## config.mk

```make
export PLATFORM = sky130hd
export DESIGN_NAME = hdx_frame_rx
export DESIGN_NICKNAME = d
export VERILOG_FILES = /design/src/rtl/hdx_rx_pkg.sv /design/src/rtl/hdx_rx_shift.sv /design/src/rtl/hdx_rx_judge.sv /design/src/rtl/hdx_rx_pub.sv /design/src/rtl/hdx_frame_rx.sv
export SDC_FILE = /design/constraint.sdc
export NUM_CORES = 1
export LEC_CHECK = 0
export ABC_AREA = 1
export BUFFER_PORTS_ARGS = -buffer_cell sky130_fd_sc_hd__buf_2
export CAP_MARGIN = 10
export CORE_UTILIZATION = 55
export CTS_BUF_LIST = sky130_fd_sc_hd__clkbuf_16
export DETAILED_ROUTE_END_ITERATION = 7
export PLACE_DENSITY = 0.74
export SLEW_MARGIN = 5
export SYNTH_ARGS = -nofsm -noshare
export SYNTH_HDL_FRONTEND = slang
export SYNTH_SLANG_ARGS = --single-unit
```

## constraint.sdc

```tcl
create_clock -name clk -period 2 [get_ports clk]
set_input_delay 0.2 -clock clk [delete_from_list [all_inputs] [get_ports clk]]
set_output_delay 0.2 -clock clk [all_outputs]
set_load 0.02 [all_outputs]
```

## src/rtl/hdx_rx_pkg.sv

```systemverilog
package hdx_rx_pkg;
  typedef enum logic [1:0] {
    ST_HUNT  = 2'd0,
    ST_BODY  = 2'd1,
    ST_JUDGE = 2'd2,
    ST_HOLD  = 2'd3
  } rx_state_t;
endpackage

```

## src/rtl/hdx_rx_shift.sv

```systemverilog
module hdx_rx_shift
  import hdx_rx_pkg::*;
#(
  parameter int DATA_W = 8,
  parameter int STOP_W = 2
) (
  input  logic                          clk,
  input  logic                          rst_n,
  input  logic                          sclk_rise,
  input  logic                          line_in,
  input  logic                          rx_en,
  input  logic                          clean,
  output logic [DATA_W+STOP_W:0]        body,
  output logic                          all_low,
  output logic                          done
);
  localparam int BODY_W = DATA_W + 1 + STOP_W;
  localparam int CNT_W  = $clog2(BODY_W + 1);
  localparam logic [CNT_W-1:0] LAST = CNT_W'(BODY_W - 1);

  rx_state_t        st;
  logic [CNT_W-1:0] cnt;

  assign done = (st == ST_JUDGE);

  always_ff @(posedge clk or negedge rst_n) begin
    if (!rst_n) begin
      st      <= ST_HUNT;
      cnt     <= '0;
      body    <= '0;
      all_low <= 1'b0;
    end else if (!rx_en) begin
      st  <= ST_HOLD;
      cnt <= '0;
    end else begin
      case (st)
        ST_HUNT: if (sclk_rise && !line_in) begin
          st      <= ST_BODY;
          cnt     <= '0;
          all_low <= 1'b1;
        end
        ST_BODY: if (sclk_rise) begin
          body    <= {line_in, body[BODY_W-1:1]};
          all_low <= all_low & ~line_in;
          cnt     <= cnt + 1'b1;
          if (cnt == LAST) st <= ST_JUDGE;
        end
        ST_JUDGE: st <= clean ? ST_HUNT : ST_HOLD;
        ST_HOLD: if (sclk_rise && line_in) st <= ST_HUNT;
        default: st <= ST_HUNT;
      endcase
    end
  end
endmodule

```

## src/rtl/hdx_rx_judge.sv

```systemverilog
module hdx_rx_judge #(
  parameter int DATA_W = 8,
  parameter int STOP_W = 2
) (
  input  logic [DATA_W+STOP_W:0] body,
  input  logic                   all_low,
  output logic [DATA_W-1:0]      data,
  output logic                   brk,
  output logic                   pe,
  output logic                   fe,
  output logic                   clean
);
  localparam int BODY_W = DATA_W + 1 + STOP_W;

  logic [STOP_W-1:0] stops;
  logic              odd;

  always_comb begin
    data  = body[DATA_W-1:0];
    stops = body[BODY_W-1:DATA_W+1];
    odd   = ^body[DATA_W:0];
    brk   = all_low;
    pe    = !all_low && odd;
    fe    = !all_low && !(&stops);
    clean = !brk && !pe && !fe;
  end
endmodule

```

## src/rtl/hdx_rx_pub.sv

```systemverilog
module hdx_rx_pub #(
  parameter int DATA_W = 8
) (
  input  logic              clk,
  input  logic              rst_n,
  input  logic              done,
  input  logic [DATA_W-1:0] data,
  input  logic              brk,
  input  logic              pe,
  input  logic              fe,
  input  logic              clean,
  input  logic              sclk_fall,
  input  logic              rx_ready,
  output logic [DATA_W-1:0] rx_data,
  output logic              rx_valid,
  output logic              par_err,
  output logic              frm_err,
  output logic              brk_det
);
  logic              pend, p_good, p_pe, p_fe, p_brk;
  logic [DATA_W-1:0] p_data;

  always_ff @(posedge clk or negedge rst_n) begin
    if (!rst_n) begin
      pend <= 1'b0; p_good <= 1'b0; p_pe <= 1'b0; p_fe <= 1'b0; p_brk <= 1'b0;
      p_data <= '0;
    end else if (done) begin
      pend <= 1'b1; p_good <= clean; p_pe <= pe; p_fe <= fe; p_brk <= brk;
      p_data <= data;
    end else if (sclk_fall) begin
      pend <= 1'b0;
    end
  end

  always_ff @(posedge clk or negedge rst_n) begin
    if (!rst_n) begin
      rx_data  <= '0;
      rx_valid <= 1'b0;
      par_err  <= 1'b0;
      frm_err  <= 1'b0;
      brk_det  <= 1'b0;
    end else begin
      par_err <= 1'b0;
      frm_err <= 1'b0;
      brk_det <= 1'b0;
      if (rx_valid && rx_ready) rx_valid <= 1'b0;
      if (pend && sclk_fall && !done) begin
        par_err <= p_pe;
        frm_err <= p_fe;
        brk_det <= p_brk;
        if (p_good) begin
          rx_data  <= p_data;
          rx_valid <= 1'b1;
        end
      end
    end
  end
endmodule

```

## src/rtl/hdx_frame_rx.sv

```systemverilog
module hdx_frame_rx #(
  parameter int DATA_W = 8,
  parameter int STOP_W = 2
) (
  input  logic              clk,
  input  logic              rst_n,
  input  logic              sclk_rise,
  input  logic              sclk_fall,
  input  logic              line_in,
  input  logic              rx_en,
  output logic [DATA_W-1:0] rx_data,
  output logic              rx_valid,
  input  logic              rx_ready,
  output logic              par_err,
  output logic              frm_err,
  output logic              brk_det
);
  localparam int BODY_W = DATA_W + 1 + STOP_W;

  logic [BODY_W-1:0] body;
  logic              all_low, done, clean, brk, pe, fe;
  logic [DATA_W-1:0] data;

  hdx_rx_shift #(.DATA_W(DATA_W), .STOP_W(STOP_W)) u_shift (
    .clk(clk), .rst_n(rst_n), .sclk_rise(sclk_rise), .line_in(line_in),
    .rx_en(rx_en), .clean(clean), .body(body), .all_low(all_low), .done(done)
  );

  hdx_rx_judge #(.DATA_W(DATA_W), .STOP_W(STOP_W)) u_judge (
    .body(body), .all_low(all_low), .data(data), .brk(brk), .pe(pe),
    .fe(fe), .clean(clean)
  );

  hdx_rx_pub #(.DATA_W(DATA_W)) u_pub (
    .clk(clk), .rst_n(rst_n), .done(done), .data(data), .brk(brk), .pe(pe),
    .fe(fe), .clean(clean), .sclk_fall(sclk_fall), .rx_ready(rx_ready),
    .rx_data(rx_data), .rx_valid(rx_valid), .par_err(par_err),
    .frm_err(frm_err), .brk_det(brk_det)
  );
endmodule

```

# Word-level counts from Yosys, hierarchy flattened
# Index checks and enable logic that the tools add are counted.
word_totals:
  register_bits: 43
  latch_bits: 0
  mem_bits_rw: 0
  rom_bits: 0
  out_inout_bits: 12
  mem_count: 0
classes:
  addsub: 1
  mul: 0
  n_div: 0
  n_lt_le_gt_ge: 0
  n_eq_ne: 11
  n_shift: 0
  mux: 22
  bitwise_logic: 2
  n_reduce_logical: 25
op_table:
  columns: ["cell", "count"]
  rows:
  - ["$mux W2", 6]
  - ["$mux W4", 3]
  - ["$mux W1", 10]
  - ["$logic_and A1 B1 Y1", 9]
  - ["$ne A3 B2 Y1 const B", 3]
  - ["$reduce_xor A9 Y1", 1]
  - ["$pmux W2 S4", 1]
  - ["$pmux W4 S2", 1]
  - ["$reduce_and A4 Y1", 2]
  - ["$logic_not A1 Y1", 6]
  - ["$reduce_and A3 Y1", 2]
  - ["$add A4 B1 Y4 const B", 1]
  - ["$eq A2 B2 Y1 const B", 2]
  - ["$eq A4 B4 Y1 const B", 1]
  - ["$reduce_and A2 Y1", 2]
  - ["$reduce_bool A2 Y1", 2]
  - ["$ne A3 B1 Y1 const B", 1]
  - ["$ne A3 B3 Y1 const B", 1]
  - ["$eq A2 B1 Y1 const B", 1]
  - ["$logic_not A2 Y1", 1]
  - ["$ne A2 B1 Y1 const B", 1]
  - ["$ne A2 B2 Y1 const B", 1]
  - ["$pmux W1 S2", 1]
  - ["$and A1 B1 Y1", 1]
  - ["$not A1 Y1", 1]

# Depth between registers and ports, before layout
# Gate-level depths: netlist of the first run.
depth:
  depth_word: 8
  mapped_depth: 11
  mapped_depth_nobuf: 11

# Modules after synthesis
# A second synthesis of the first run with hierarchy kept.
unflattened:
  hier_cells: 247
  hier_area_um2: 2065.7
by_module_without_submodules:
  columns: ["mod", "instances", "cells_each", "area_each_um2"]
  rows:
  - ["hdx_rx_pub", 1, 99, 942.2]
  - ["hdx_rx_shift", 1, 107, 892.1]
  - ["hdx_rx_judge", 1, 41, 231.5]

# Worst setup path before layout of the first run
# Ideal clock, no wire load.
synth_timing:
  path_type: "register -> register"
  from: "register u_shift.st[1]"
  to: "register u_shift.cnt[3]"
  t_arrival_ns: 1.102
  path_slack_ns: 0.775
  stages_incl_launch_ff: 9
  cell_sequence: "dfrtp_1 -> inv_2 -> nand2_1 -> nand2_2 -> nor2_4 -> a21oi_4 -> nand4_2 -> nor2_1 -> nor3_2"
synth_between:
  elab_chain_cells: 3
  word_cells_on_any_way: 8
  cone_classes: "4 x eq/ne; 2 x mux; 2 x reduce/logical"
synth_lines:
  columns: ["item", "line", "rtl"]
  rows:
  - ["from (decl)", "hdx_rx_shift.sv:21", "rx_state_t st;"]
  - ["from (signal assigned)", "hdx_rx_shift.sv:48", "ST_JUDGE: st <= clean ? ST_HUNT : ST_HOLD;"]
  - ["$eq A2 B1 Y1 / $logic_not A2 Y1 (equally long branches)", "hdx_rx_shift.sv:36", "case (st)"]
  - ["$ne A3 B1 Y1 (no line) (tied with other cells)", null, null]
  - ["$reduce_and A3 Y1 (no line) / $mux W4 (equally long branches)", null, null]
  - ["to (signal assigned)", "hdx_rx_shift.sv:45", "cnt <= cnt + 1'b1;"]
  - ["to (decl)", "hdx_rx_shift.sv:22", "logic [CNT_W-1:0] cnt;"]
# Several ways; a longest one is shown, not always the timed one.
# A chain may end at the register's enable or synchronous reset.

# Worst setup path in the final report of the first run
layout_timing:
  from: "register u_shift.body[2]"
  to: "register u_pub.p_good"
layout_between:
  elab_chain_cells: 5
layout_lines:
  columns: ["item", "line", "rtl"]
  rows:
  - ["from (decl)", "hdx_rx_shift.sv:13", "output logic [DATA_W+STOP_W:0] body,"]
  - ["from (signal assigned)", "hdx_rx_shift.sv:43", "body <= {line_in, body[BODY_W-1:1]};"]
  - ["$reduce_xor A9 Y1", "hdx_rx_judge.sv:21", "odd = ^body[DATA_W:0];"]
  - ["$logic_and A1 B1 Y1", "hdx_rx_judge.sv:23", "pe = !all_low && odd;"]
  - ["$logic_not A1 Y1", "hdx_rx_judge.sv:25", "clean = !brk && !pe && !fe;"]
  - ["$logic_and A1 B1 Y1 (2 in a row)", "hdx_rx_judge.sv:25", null]
  - ["to (signal assigned)", "hdx_rx_pub.sv:25", "pend <= 1'b0; p_good <= 1'b0; p_pe <= 1'b0; p_fe <= 1'b0; p_brk <= 1'b0;"]
  - ["to (signal assigned)", "hdx_rx_pub.sv:28", "pend <= 1'b1; p_good <= clean; p_pe <= pe; p_fe <= fe; p_brk <= brk;"]
  - ["to (decl)", "hdx_rx_pub.sv:20", "logic pend, p_good, p_pe, p_fe, p_brk;"]
# Every way passes these cells.

==> results.txt, run 1 <==
Sw frac = 36.8%
Fin crit period = 1.38 ns
Starting Density = 57.7%
GR Overflow Total = 0
IO Port Bufs = 18
Hold_ws = -0.0278 ns
Core Rows = 21
Post-synth EDFFs = 0
Slew headroom = 64.5%
CTS tree = built
Register share of total power = 40.0%
Cell Area, Synth = 1930 um2
Post-DRT Antenna Nets = 0
Total GRT Usage = 20.6%
Synth Area per Inst = 8.75 um2
Final net count = 252
LEAKAGE = 0.00115 uW
Cell area after layout = 2250 um2
Share of post-route cells with drive strength above 1 = 15.6%
Detailed Place HPWL = 2190 um
Synth top area cells = dfrtp_1 (56%), nand2_1 (12%), o21ai_0 (8.6%)
Inst Count DP = 282
Post-synthesis cell type count = 23
Largest net degree at the start of global routing = 44
Initial DRC Count = 69
Register area share after synthesis = 55.9%
Slew Viols, Final = 0
Die Wd = 61.2 um
CTS Hold Buffers Added = 0
P_int = 2350 uW
Clock latency on the worst-skew pair = 0.29 ns
# setup viols final = 0
Chip height = 61.2 um
Slew @ Worst Pin = 0.532 ns
CTS buffer count = 5
CP startpoint kind = flip-flop
Final period util = 69.0%
P&R area growth vs syn = 17.0%
Routed Wire Length = 3430 um
CTS HTree Levels = 2
Antenna violations before repair = 0
Antenna Diode Count = 0
Gpl congestion = 0.802
Sw Pwr = 1370 uW
First-pass GRT wire length = 5570 um
Yosys warns = 0
Highest Clock Rate = 724 MHz
CP Class = flip-flop to flip-flop
Crit path required time = 2.17 ns
Status = finished with violations
Clock skew = 0.00689 ns
Critical Path Fanout Max = 5
Core area = 3340 um2
Violated checks = hold timing
Fin cells = 290
Drt drc = 0
Worst setup EP type = flip-flop
Detailed-route vias per instance = 4.94
Area after DPL = 2060 um2
First-pass iteration count of the detailed router = 4
Largest buffer count on any clock path = 2
Post-CTS Resized = 0
Count leader, synth = nand2_1
Yosys reg bits = 43
Postcts setup bufs = 0
Num Clock Sinks = 43
Clock network power share = 27.7%
Synth cell count leaders = nand2_1 (62), dfrtp_1 (43), o21ai_0 (33)
Vias in the first global route = 1,274
Post-synth top area cell = dfrtp_1
Die area = 3740 um2
Syn Inst Count = 220
Total negative slack = 0 ns
Synth top area share = 55.9%
I/O pins = 19
Async set-reset flop share out of synthesis = 100%
Critical Path AT = 1.55 ns
Hold Path Class = primary input to async pin
Peak VDD IR = 0.663 mV
Unrepaired setup endpoints after global routing = no
Fin. Hold Viols = 43
Power per standard cell area = 1650 nW/um2
Top FF cell, synth = dfrtp_1
Vias = 1,432
Routed len/inst = 11.8 um
Maxcap violations = 0
Combinational power share = 32.3%
Mapped Nets = 229
Clk slew on worst S/H paths = 0.06 ns
CTS root buf = clkbuf_16
-- routing by layer --
metal  GRT usage [%]  wire length (um)  share of wire, %  vias to the layer above
met5               0                 0                 0                        -
met4            9.74                74               2.2                        0
met3            3.78               112               3.3                        7
met2            33.1              1650                48                       30
met1            27.1              1590                46                      655
li1                -                 -                 -                      740
-- power groups by stage --
| stage | sequential, uW | clock, uW | combinational [uW] |
|---|---|---|---|
| 3_5_place_dp | 1500 | 0 | 1180 |
| 3_3_place_gp | 1480 | 0 | 1140 |
| 2_1_floorplan | 1560 | 0 | 798 |
| 5_1_grt | 1540 | 1070 | 1410 |
| 6_report | 1490 | 1030 | 1200 |
| 4_1_cts | 1490 | 1040 | 1210 |
-- path summary, 6_finish.rpt --
path                                              start                            to  slack [ns]  cells past startpoint
setup / recovery            u_shift.body[2]$_DFFE_PN0P_      u_pub.p_good$_DFFE_PN0P_        0.62                     11
hold / removal                                    rst_n  u_pub.rx_data[1]$_DFFE_PN0P_       -0.03                      2
setup reg to reg            u_shift.body[2]$_DFFE_PN0P_      u_pub.p_good$_DFFE_PN0P_        0.62                     11
hold reg to reg            u_pub.rx_data[6]$_DFFE_PN0P_  u_pub.rx_data[6]$_DFFE_PN0P_        0.48                      2
max in group asynchronous                         rst_n   u_shift.body[0]$_DFFE_PN0P_        1.65                      2
min in group clk                               rx_ready      u_pub.rx_valid$_DFF_PN0_        0.10                      2
-- cells by family (layout without fill, tap and decap cells) --
kind of cell	Yosys count	after routing	synth area share, %
compound gates	43	43	12.3
xor+xnor	2	2	0.910
fa+ha+maj	2	2	1.30
buf+inv	37	61	7.73
flops	43	43	55.9
simple gates	93	93	21.8
-- area by class of cell --
class | instances | area (um2)
well taps | 46 | 57.6
repair buffers | 20 | 105
clock buffers | 5 | 125
inverters | 33 | 124
fillers | 251 | 1080
clock inverters | 3 | 63.8
multi-input cells | 140 | 701
flip-flops and latches | 43 | 1080
-- through the flow --
| step | total power [uW] | hold slack [ns] | setup WS (ns) | util, % |
|---|---|---|---|---|
| after floorplan | 2360 | -0.0956 | 0.775 | - |
| after global placement | 2620 | 0.297 | 0.683 | 61.8 |
| after detailed placement | 2680 | 0.302 | 0.642 | 61.8 |
| after CTS | 3740 | 0.00347 | 0.607 | 67.5 |
| after global routing | 4020 | 0.0336 | 0.438 | 67.5 |
| final | 3720 | -0.0278 | 0.620 | 67.5 |
-- state kept, by name, summed over array words and instances (netlist names), 2 cells and up --
name           cells
u_pub.p_data       8
u_shift.st         2
u_pub.rx_data      8
u_shift.cnt        4
u_shift.body      11
-- worst max-delay path, stage by stage, from the launching register on --
cell     delay [ns]
dfrtp_1        0.42
inv_1          0.12
nand2_1        0.07
nand3_1        0.09
nand2_1        0.06
nand2_1        0.07
nand2_1        0.06
nand2_1        0.08
nand2_1        0.05
nand2_1        0.05
nand2_1        0.09
o21a_1         0.13
-- cell usage in the layout (no fill, tap or decap) --
cell	n
buf_4	2
dfrtp_1	43
buf_2	18
inv_2	3
nand2_1	62
nor2_1	18
nand4_4	1
clkbuf_16	5
nor3_2	1
inv_1	31
a21oi_1	5
nand3_4	1
o31ai_1	2
nand2_2	1
nand3_1	6
o21a_1	1
o21ai_0	33
nor2_4	2
xor2_1	2
bufinv_16	2
ha_1	2
nand4_2	1
o32ai_1	1
a21oi_4	1
Note: power is estimated with default switching activity, not from simulation.
==> run 2: changes to the inputs <==
Clock period 2 ns to 1.3 ns, I/O delays scaled along.
==> run 2 against run 1 <==
  * The run ends with setup timing left
  * Sequential share of layout area decreased by 3.6 points
  * Die area is the same
  * Flip-flop and latch count unchanged
  * Combinational power rose by 110%
  * Clock skew is 0.0036 ns lower
  * Final cell count is 5.5% higher
  * Utilization up 5.7 points
  * Largest power group is now combinational logic
  * Highest routed layer unchanged
==> results.txt, run 2 (synthesized netlist as in run 1, its figures left out) <==
Top flop regs = u_shift.body x11, u_pub.p_data x8, u_pub.rx_data x8
Fin. Hold Viols = 0
R2r endpoint = u_pub.p_good$_DFFE_PN0P_
Cell area after layout = 2440 um2
Crit path buf inv count = 2
Worst hold path startpoint = rx_ready
Final WS setup = -0.0892 ns
Clock latency on the worst-skew pair = 0.28 ns
Slew Viols, Final = 0
Final period util = 107%
Total negative slack = -0.296 ns
Slew headroom = 79.5%
Routed len/inst = 13.5 um
CTS tree = built
Vias in the first global route = 1,352
First-pass GRT wire length = 5980 um
CTS HTree Levels = 2
I/O pins = 19
CP Class = flip-flop to flip-flop
Vias = 1,560
Share of post-route cells with drive strength above 1 = 29.6%
Violated checks = setup timing
Slew @ Worst Pin = 0.307 ns
Fin crit period = 1.39 ns
Drt drc = 0
Worst-path cell chain = nand2_1 > inv_1 > nor2_2 > nand2_1 > nand2_2 > inv_2 > nand3_2 > nand2_1 > nand2_1 > nand2_2 > o21a_1
Most flop-heavy register = u_shift.body
Critical-path top delay cell = dfrtp_1
Routed Wire Length = 4140 um
Highest Clock Rate = 720 MHz
Met3 GRT Util = 7.35%
Die area = 3740 um2
Antenna Diode Count = 0
R2R cell count = 11
Maxcap violations = 0
FF-to-FF setup slack = -0.09 ns
Start point of the critical path = u_shift.body[1]$_DFFE_PN0P_
Core Rows = 21
Final net count = 268
Largest net degree at the start of global routing = 44
Reg2Reg Launch Point = u_shift.body[1]$_DFFE_PN0P_
Critical Path Fanout Max = 5
Core area = 3340 um2
First-pass iteration count of the detailed router = 4
Crit path required time = 1.47 ns
LEAKAGE = 0.00122 uW
Clock skew = 0.00325 ns
Status = finished with violations
GR Overflow Total = 0
Antenna violations before repair = 0
Hold Path Class = primary input to flip-flop
Num Clock Sinks = 43
CTS buffer count = 5
Largest buffer count on any clock path = 2
Die Wd = 61.2 um
Total GRT Usage = 22.6%
Commonest non-fill, non-tap cell in the layout = nand2_1
IO Port Bufs = 18
Clk slew on worst S/H paths = 0.06 ns
Most frequent cells in the layout = nand2_1 (52), dfrtp_1 (41), o21ai_0 (31), inv_1 (27), buf_2 (18)
Initial DRC Count = 71
Max FFs per register = 11
P&R area growth vs syn = 26.9%
Post-DRT Antenna Nets = 0
# setup viols final = 4
Unrepaired setup endpoints after global routing = yes
Met1 usage = 28.0%
Critical Path AT = 1.56 ns
Critical Path End = u_pub.p_good$_DFFE_PN0P_
CTS root buf = clkbuf_16
Power per standard cell area = 2480 nW/um2
Detailed Place HPWL = 2400 um
Peak VDD IR = 1.07 mV
Met2 GRT Util = 37.3%
Chip height = 61.2 um
Most used cell, CP = nand2_1
Crit-path max cell delay = 0.41 ns
Final core utilization = 73.2%
Gpl congestion = 0.830
Area after DPL = 2160 um2
Starting Density = 57.7%
Family with the most delay on the worst path = simple AND/OR/NAND/NOR gates
Worst setup EP type = flip-flop
Levels on crit path = 11
Gr busiest metal = met2
CP startpoint kind = flip-flop
Detailed-route vias per instance = 5.10
==> run 2: final cells by class <==
type | instances | area (um2)
well taps | 46 | 57.6
repair buffers | 35 | 245
multi-input cells | 141 | 797
fillers | 231 | 893
inverters | 33 | 124
clock inverters | 3 | 16.3
flip-flops and latches | 43 | 1080
clock buffers | 5 | 125
==> run 2: report_power, final <==
part / internal (uW) / leakage [uW] / switching (uW)
logic: 979 / 0.000608 / 1590
registers: 1890 / 0.000544 / 416
clock network: 700 / 0.0000710 / 485
total: 3570 / 0.00122 / 2490
==> run 2: timing repair <==
action / in CTS / in global routing
setup endpoints to repair: 3 / 14
gates cloned: 0 / 1
hold buffers: 1 / 0
setup buffers: 1 / 3
pin swaps: 2 / 8
resized for setup: 8 / 21
endpoints found under the hold margin: 43 / 0
==> run 2: stage by stage <==
stage / hold slack, ns / worst slack, ns / power [uW] / cells
after CTS: 0.0327 / 0.00118 / 5640 / 302
after floorplan: -0.166 / 0.0746 / 3630 / 220
after global placement: 0.122 / 0.0175 / 4200 / 292
final: 0.0319 / -0.0892 / 6060 / 306
after detailed placement: 0.120 / -0.0216 / 4300 / 292
after global routing: 0.0510 / -0.214 / 6560 / 306
==> run 2: how the worst min path moves through the flow <==
stage | end | depth (start not counted) | slack [ns]
floorplan | u_pub.brk_det$_DFF_PN0_ | 0 | -0.17
global route | u_pub.rx_valid$_DFF_PN0_ | 2 | 0.05
detailed placement | u_pub.rx_data[1]$_DFFE_PN0P_ | 2 | 0.12
finish | u_pub.rx_valid$_DFF_PN0_ | 2 | 0.03
global placement | u_pub.rx_data[1]$_DFFE_PN0P_ | 2 | 0.12
CTS | u_pub.rx_valid$_DFF_PN0_ | 2 | 0.03
==> run 2: routing by layer <==
layer / share of wire [%] / up-vias
met5: 0 / -
met4: 2.5 / 0
met3: 4.1 / 12
met2: 52 / 43
met1: 41 / 731
li1: - / 774
